### config.mk
export PLATFORM = sky130hd
export DESIGN_NAME = fault_guard_regs
export DESIGN_NICKNAME = d
export VERILOG_FILES = /design/src/rtl/fault_guard_pkg.sv /design/src/rtl/prot_reg.sv /design/src/rtl/fir_ctrl.sv /design/src/rtl/err_status.sv /design/src/rtl/fault_guard_regs.sv
export SDC_FILE = /design/constraint.sdc
export NUM_CORES = 1
export LEC_CHECK = 0
export ABC_AREA = 1
export CAP_MARGIN = 20
export CORE_UTILIZATION = 25
export DETAILED_ROUTE_END_ITERATION = 8
export GPL_TIMING_DRIVEN = 0
export PLACE_DENSITY = 0.43
export SLEW_MARGIN = 30
export SYNTH_ARGS = -nofsm -noshare
export SYNTH_HDL_FRONTEND = slang
export SYNTH_SLANG_ARGS = --single-unit
### constraint.sdc
create_clock -name clk -period 2.88 [get_ports clk]
set_input_delay 0.864 -clock clk [delete_from_list [all_inputs] [get_ports clk]]
set_output_delay 0.864 -clock clk [all_outputs]
set_load 0.03 [all_outputs]
### src/rtl/fault_guard_pkg.sv
package fault_guard_pkg;
   localparam int NPROT      = 4;
   localparam int PROT_BASE  = 'h00;
   localparam int PROT_STEP  = 4;
   localparam int STAT_ADDR  = 'h10;
   localparam int FIR_ADDR   = 'h38;
   localparam int KEY_LSB    = 8;
   localparam int KEY_W      = 24;
   localparam int LOCK_BIT   = 7;
   localparam int SFEN_BIT   = 5;
   localparam int FLAG_LSB   = 8;
   localparam logic [1:0] ERR_FAULT = 2'd3;
   typedef enum logic [1:0] {
      IDX_MODE = 2'd0,
      IDX_CFG  = 2'd1,
      IDX_IMSK = 2'd2,
      IDX_WPM  = 2'd3
   } prot_idx_e;
endpackage

### src/rtl/prot_reg.sv
module prot_reg #(
   parameter int DATA_W = 32,
   parameter int GRP_W  = 8
) (
   input  logic              clk,
   input  logic              rst_n,
   input  logic              wr_i,
   input  logic [DATA_W-1:0] wdata_i,
   input  logic              inj_i,
   output logic [DATA_W-1:0] data_o,
   output logic              mismatch_o
);
   localparam int NGRP = DATA_W / GRP_W;

   if (DATA_W % GRP_W != 0) begin : g_bad_grp
      $error("prot_reg: DATA_W must be a multiple of GRP_W");
   end

   logic [DATA_W-1:0] data_q;
   logic [NGRP-1:0]   par_q;
   logic [NGRP-1:0]   par_wr;
   logic [NGRP-1:0]   par_chk;

   if (NGRP == 1) begin : g_word_par
      assign par_wr[0]  = ^wdata_i;
      assign par_chk[0] = ^data_q;
   end else begin : g_grp_par
      for (genvar g = 0; g < NGRP; g++) begin : g_grp
         assign par_wr[g]  = ^wdata_i[g*GRP_W +: GRP_W];
         assign par_chk[g] = ^data_q[g*GRP_W +: GRP_W];
      end
   end

   always_ff @(posedge clk or negedge rst_n) begin
      if (!rst_n) begin
         data_q <= '0;
         par_q  <= '0;
      end else if (wr_i) begin
         data_q <= wdata_i;
         par_q  <= par_wr;
      end else if (inj_i) begin
         par_q[0] <= ~par_q[0];
      end
   end

   assign data_o     = data_q;
   assign mismatch_o = |(par_q ^ par_chk);
endmodule

### src/rtl/fir_ctrl.sv
module fir_ctrl
   import fault_guard_pkg::*;
#(
   parameter int           DATA_W  = 32,
   parameter logic [23:0]  KEY_VAL = 24'h504649
) (
   input  logic              clk,
   input  logic              rst_n,
   input  logic              wr_i,
   input  logic [DATA_W-1:0] wdata_i,
   input  logic              err_zero_i,
   output logic [NPROT-1:0]  inj_o,
   output logic              lock_o,
   output logic [DATA_W-1:0] view_o
);
   if (KEY_LSB + KEY_W > DATA_W) begin : g_bad_key
      $error("fir_ctrl: key field does not fit in DATA_W");
   end
   if (NPROT > SFEN_BIT) begin : g_bad_sel
      $error("fir_ctrl: selection field overlaps enable bit");
   end

   logic             lock_q;
   logic             sfen_q;
   logic [NPROT-1:0] sel_q;
   logic             key_ok;
   logic             accept;
   logic             lock_req;
   logic             unused_wbits;

   assign key_ok   = (wdata_i[KEY_LSB +: KEY_W] == KEY_VAL);
   assign accept   = wr_i && !lock_q && key_ok;
   assign lock_req = wdata_i[LOCK_BIT] && !wdata_i[SFEN_BIT]
                     && (wdata_i[NPROT-1:0] == '0) && err_zero_i;
   assign unused_wbits = ^wdata_i;

   always_ff @(posedge clk or negedge rst_n) begin
      if (!rst_n) begin
         lock_q <= 1'b0;
         sfen_q <= 1'b0;
         sel_q  <= '0;
      end else if (accept) begin
         sfen_q <= wdata_i[SFEN_BIT];
         sel_q  <= wdata_i[NPROT-1:0];
         if (lock_req) lock_q <= 1'b1;
      end
   end

   assign inj_o  = (accept && wdata_i[SFEN_BIT]) ? wdata_i[NPROT-1:0] : '0;
   assign lock_o = lock_q;

   always_comb begin
      view_o             = '0;
      view_o[LOCK_BIT]   = lock_q;
      view_o[SFEN_BIT]   = sfen_q;
      view_o[NPROT-1:0]  = sel_q;
   end
endmodule

### src/rtl/err_status.sv
module err_status
   import fault_guard_pkg::*;
(
   input  logic             clk,
   input  logic             rst_n,
   input  logic [NPROT-1:0] mismatch_i,
   input  logic             rd_clr_i,
   output logic [1:0]       code_o,
   output logic [NPROT-1:0] flags_o
);
   logic [NPROT-1:0] flags_q;

   always_ff @(posedge clk or negedge rst_n) begin
      if (!rst_n) flags_q <= '0;
      else        flags_q <= (rd_clr_i ? '0 : flags_q) | mismatch_i;
   end

   assign flags_o = flags_q;
   assign code_o  = (|flags_q) ? ERR_FAULT : 2'd0;
endmodule

### src/rtl/fault_guard_regs.sv
module fault_guard_regs
   import fault_guard_pkg::*;
#(
   parameter int          DATA_W  = 32,
   parameter int          ADDR_W  = 8,
   parameter int          GRP_W   = 8,
   parameter logic [23:0] KEY_VAL = 24'h504649
) (
   input  logic              clk,
   input  logic              rst_n,
   input  logic              wr_en,
   input  logic              rd_en,
   input  logic [ADDR_W-1:0] addr,
   input  logic [DATA_W-1:0] wdata,
   output logic [DATA_W-1:0] rdata,
   output logic              fault_o
);
   localparam logic [ADDR_W-1:0] A_STAT = ADDR_W'(STAT_ADDR);
   localparam logic [ADDR_W-1:0] A_FIR  = ADDR_W'(FIR_ADDR);

   if (DATA_W < FLAG_LSB + NPROT || DATA_W < KEY_LSB + KEY_W) begin : g_bad_w
      $error("fault_guard_regs: DATA_W too narrow");
   end
   if (ADDR_W < 6) begin : g_bad_a
      $error("fault_guard_regs: ADDR_W too narrow for map");
   end

   logic [NPROT-1:0]             inj;
   logic [NPROT-1:0]             mismatch;
   logic [NPROT-1:0][DATA_W-1:0] prot_data;
   logic [NPROT-1:0]             st_flags;
   logic [1:0]                   st_code;
   logic                         lock;
   logic [DATA_W-1:0]            fir_view;
   logic                         fir_wr;
   logic                         stat_rd;

   assign fir_wr  = wr_en && (addr == A_FIR);
   assign stat_rd = rd_en && (addr == A_STAT);

   for (genvar i = 0; i < NPROT; i++) begin : g_prot
      localparam logic [ADDR_W-1:0] MY_ADDR = ADDR_W'(PROT_BASE + PROT_STEP * i);
      prot_reg #(.DATA_W(DATA_W), .GRP_W(GRP_W)) u_reg (
         .clk       (clk),
         .rst_n     (rst_n),
         .wr_i      (wr_en && (addr == MY_ADDR)),
         .wdata_i   (wdata),
         .inj_i     (inj[i]),
         .data_o    (prot_data[i]),
         .mismatch_o(mismatch[i])
      );
   end

   fir_ctrl #(.DATA_W(DATA_W), .KEY_VAL(KEY_VAL)) u_fir (
      .clk       (clk),
      .rst_n     (rst_n),
      .wr_i      (fir_wr),
      .wdata_i   (wdata),
      .err_zero_i(st_code == 2'd0),
      .inj_o     (inj),
      .lock_o    (lock),
      .view_o    (fir_view)
   );

   err_status u_stat (
      .clk       (clk),
      .rst_n     (rst_n),
      .mismatch_i(mismatch),
      .rd_clr_i  (stat_rd),
      .code_o    (st_code),
      .flags_o   (st_flags)
   );

   always_comb begin
      rdata = '0;
      if (addr == A_FIR) begin
         rdata = fir_view;
      end else if (addr == A_STAT) begin
         rdata[1:0]                = st_code;
         rdata[FLAG_LSB +: NPROT]  = st_flags;
      end else begin
         for (int i = 0; i < NPROT; i++) begin
            if (addr == ADDR_W'(PROT_BASE + PROT_STEP * i)) rdata = prot_data[i];
         end
      end
   end

   assign fault_o = |st_flags;
endmodule

==> out/summary.txt <==
Outcome: finished, violations left
Violated checks: negative setup slack
Core outline area: 37600 um^2
Width of the die: 197 um
PD cells: 469 nW/um^2
Total grt overflow: 0
Biggest fanout along the worst timing path: 7
Type of element capturing the critical path: output pin
Total die area: 38900 um^2
Initial drt markers: 510
Post-route DRC: 0
Number of register bits inferred by synthesis: 154
Maximum number of pins on one net before global-route repair: 74
Clk root buf: clkbuf_16
Port Buf Inserts: 76
Period minus WS final: 3.06 ns
Setup violation total in the final timing report: 32
Cell types occupying the most area after synthesis: dfrtp_1 40%, nand2_1 22%, inv_1 5.3%
# fillers: 3956
Clk slew on worst S/H paths: 0.07 ns
Yosys warnings: 0
Via count: 8878
Hold Crit Class: in2async
Post-Route Skew: 0.0125 ns
Slew margin rel.: 56.7%
Fraction of final layout cells sized beyond drive strength 1: 19.5%
Share of Yosys cell area claimed by the top area cell type: 40.4%
Sum of routed wire length over all layers: 34100 um
Setup WS post-layout: -0.178 ns
Post-Synthesis Cells: 1341
Wire length of the first global-routing pass: 51900 um
Design Power: 5.94 mW
Total of max-cap violations: 0
Starting utilization of the core area: 25.4%
Mean area per synthesized cell: 7.11 um^2
H-tree levels: 4
Number of slew-limit violations in the final report: 0
Post-detailed-route wirelength per cell: 17.2 um
Critical Path RT: 2.02 ns
Combined area of all synthesized cells: 9540 um^2
Die outline height: 197 um
Clock tree from TritonCTS: yes
Slew at the pin closest to its max-slew limit: 0.649 ns
Number of detailed-routing iterations run before antenna repair: 4
Std cell rows: 71
Number of distinct library cells after synthesis: 36
Unrepaired setup endpoints after global routing: yes
Synthesized netlist net count: 1399
Nets: 1520
Type of origin of the critical path: input port
Area Overhead vs Synth: 32.8%
Cell type with the highest aggregate area in the netlist: dfrtp_1
Average vias per placed instance: 4.47
Post-route fraction of the period consumed by the critical path: 106%
Final HPWL from detailed placement: 24800 um
Timing-limited maximum frequency: 327 MHz
Total GRT Usage: 18.1%
Antenna diodes: 0
Critical path class: in2out
Antenna violations before repair: 0
Remaining number of nets flagged by the antenna check after routing: 0
TritonCTS Buffers: 17
Vias in the first global route: 8747
Worst EP arrival: 2.19 ns
Hold Violations, Final: 0
Finished Core Util: 33.7%
Number of top-level pins: 77
Standby leakage power: 6.44 nW
Seq/Total Area, Yosys: 40.4%
Worst-case vdd ir drop: 412 uV
Clk buf depth: 2
Routability-driven placement congestion ratio: 0.806
Insertion delay to the later sink of the worst-skew pair: 0.45 ns
Clock tree sinks: 154
## cell usage in the layout, fill, tap and decap left out, drive strengths merged
| cell type | netlist | routed |
|---|---|---|
| a21oi | 24 | 24 |
| a31o | 1 | 1 |
| a41oi | 13 | 13 |
| buf | 36 | 102 |
| bufinv | 0 | 2 |
| clkbuf | 3 | 19 |
| clkdlybuf4s50 | 0 | 35 |
| clkinv | 2 | 4 |
| clkinvlp | 0 | 3 |
| dfrtp | 154 | 154 |
| ha | 14 | 14 |
| inv | 146 | 156 |
| nand2 | 560 | 560 |
| nand3 | 53 | 53 |
| nand3b | 4 | 4 |
| nand4 | 8 | 8 |
| nor2 | 68 | 68 |
| nor3 | 4 | 4 |
| nor4 | 2 | 2 |
| o211ai | 3 | 3 |
| o21ai | 161 | 161 |
| o22ai | 7 | 7 |
| xnor2 | 45 | 45 |
| xor2 | 33 | 33 |
## through the flow
stage	cell area [um^2]	setup WS, ns	std cells	hold slack (ns)	setup TNS, ns
2_1_floorplan	9570	-0.165	1341	0.459	-2.14
3_3_place_gp	11000	-6.33	1928	0.472	-1021.72
3_5_place_dp	11000	-1.72	1930	0.479	-50.00
4_1_cts	12500	-0.183	1985	0.291	-4.50
5_1_grt	12700	-0.235	1986	0.302	-5.76
6_report	12700	-0.178	1986	0.285	-3.70
## cells by family (layout without fill, tap and decap cells)
kind of cell | count (synthesis) | count (layout) | synth area share (%)
adders and majority gates | 14 | 14 | 1.84
and+or+nand+nor | 699 | 699 | 29.8
DFF | 154 | 154 | 40.4
buffers and inverters | 187 | 321 | 8.29
AOI/OAI and AO/OA | 209 | 209 | 12.5
xor gates and xnor gates | 78 | 78 | 7.16
## critical path, stage by stage
cell and delay (ns):
buf_6 0.10, nor2_4 0.13, nand2_4 0.08, buf_6 0.13, nor2_8 0.08, buf_12 0.16, buf_8 0.13, nand2_1 0.09
a41oi_4 0.26, buf_6 0.16
## timing repair
item,in CTS,in global routing
pin swaps,41,28
setup endpoints to repair,32,32
hold buffers,0,0
gates resized for setup,411,58
buffers inserted,19,2
cloned,5,1
## state kept, by name (all words and copies together) (netlist names)
register,cells
u_fir.sfen_q,1
g_prot.u_reg.par_q,16
u_fir.sel_q,4
u_fir.lock_o,1
g_prot.u_reg.data_o,128
u_stat.flags_o,4
## metal layers
layer  share of wire (%)  vias to the layer above  track usage (%)  wire [um]
met3                 3.3                       32             2.39       1120
met1                  46                     4210             23.9      15800
met4                 2.3                        0             6.03        797
met2                  48                      149             30.4      16300
li1                    -                     4487                -          -
met5                   0                        -                0          0
## final cells by class
| cell class | count | area, um^2 | share of cell area [%] |
|---|---|---|---|
| multi-input cells | 1000 | 5480 | 43.2 |
| clock buffers | 17 | 425 | 3.36 |
| well taps | 511 | 639 | 5.05 |
| repair inverters | 2 | 11.3 | 0.0889 |
| clock inverters | 15 | 175 | 1.38 |
| repair buffers | 100 | 1140 | 9.02 |
| flip-flops and latches | 154 | 3850 | 30.4 |
| inverters | 148 | 602 | 4.75 |
| plain buffers | 39 | 342 | 2.70 |
## power breakdown
group	internal [mW]	total (mW)	switching, mW
logic	0.396	1.11	0.713
clock network	1.31	2.40	1.09
registers	2.29	2.43	0.139
total	4.00	5.94	1.94
## synth_stat cells (all sizes together)
cell type  count
a21oi         24
a31o           1
a41oi         13
buf           36
clkbuf         3
clkinv         2
dfrtp        154
ha            14
inv          146
nand2        560
nand3         53
nand3b         4
nand4          8
nor2          68
nor3           4
nor4           2
o211ai         3
o21ai        161
o22ai          7
xnor2         45
xor2          33
## worst paths after layout
path / start / endpoint / slack, ns / cells after the start
max in group asynchronous: rst_n / g_prot[2].u_reg.data_o[20]$_DFFE_PN0P_ / 1.60 / 3
worst max register to register: g_prot[1].u_reg.data_o[19]$_DFFE_PN0P_ / u_stat.flags_o[1]$_DFF_PN0_ / 1.34 / 12
worst min register to register: u_fir.sel_q[2]$_DFFE_PN0P_ / u_fir.sel_q[2]$_DFFE_PN0P_ / 0.49 / 2
worst min-delay path: rst_n / g_prot[2].u_reg.data_o[9]$_DFFE_PN0P_ / 0.28 / 1
worst max-delay path: addr[6] / rdata[31] / -0.18 / 10
min in group clk: u_fir.sel_q[2]$_DFFE_PN0P_ / u_fir.sel_q[2]$_DFFE_PN0P_ / 0.49 / 2
(Power assumes the default switching activity.)
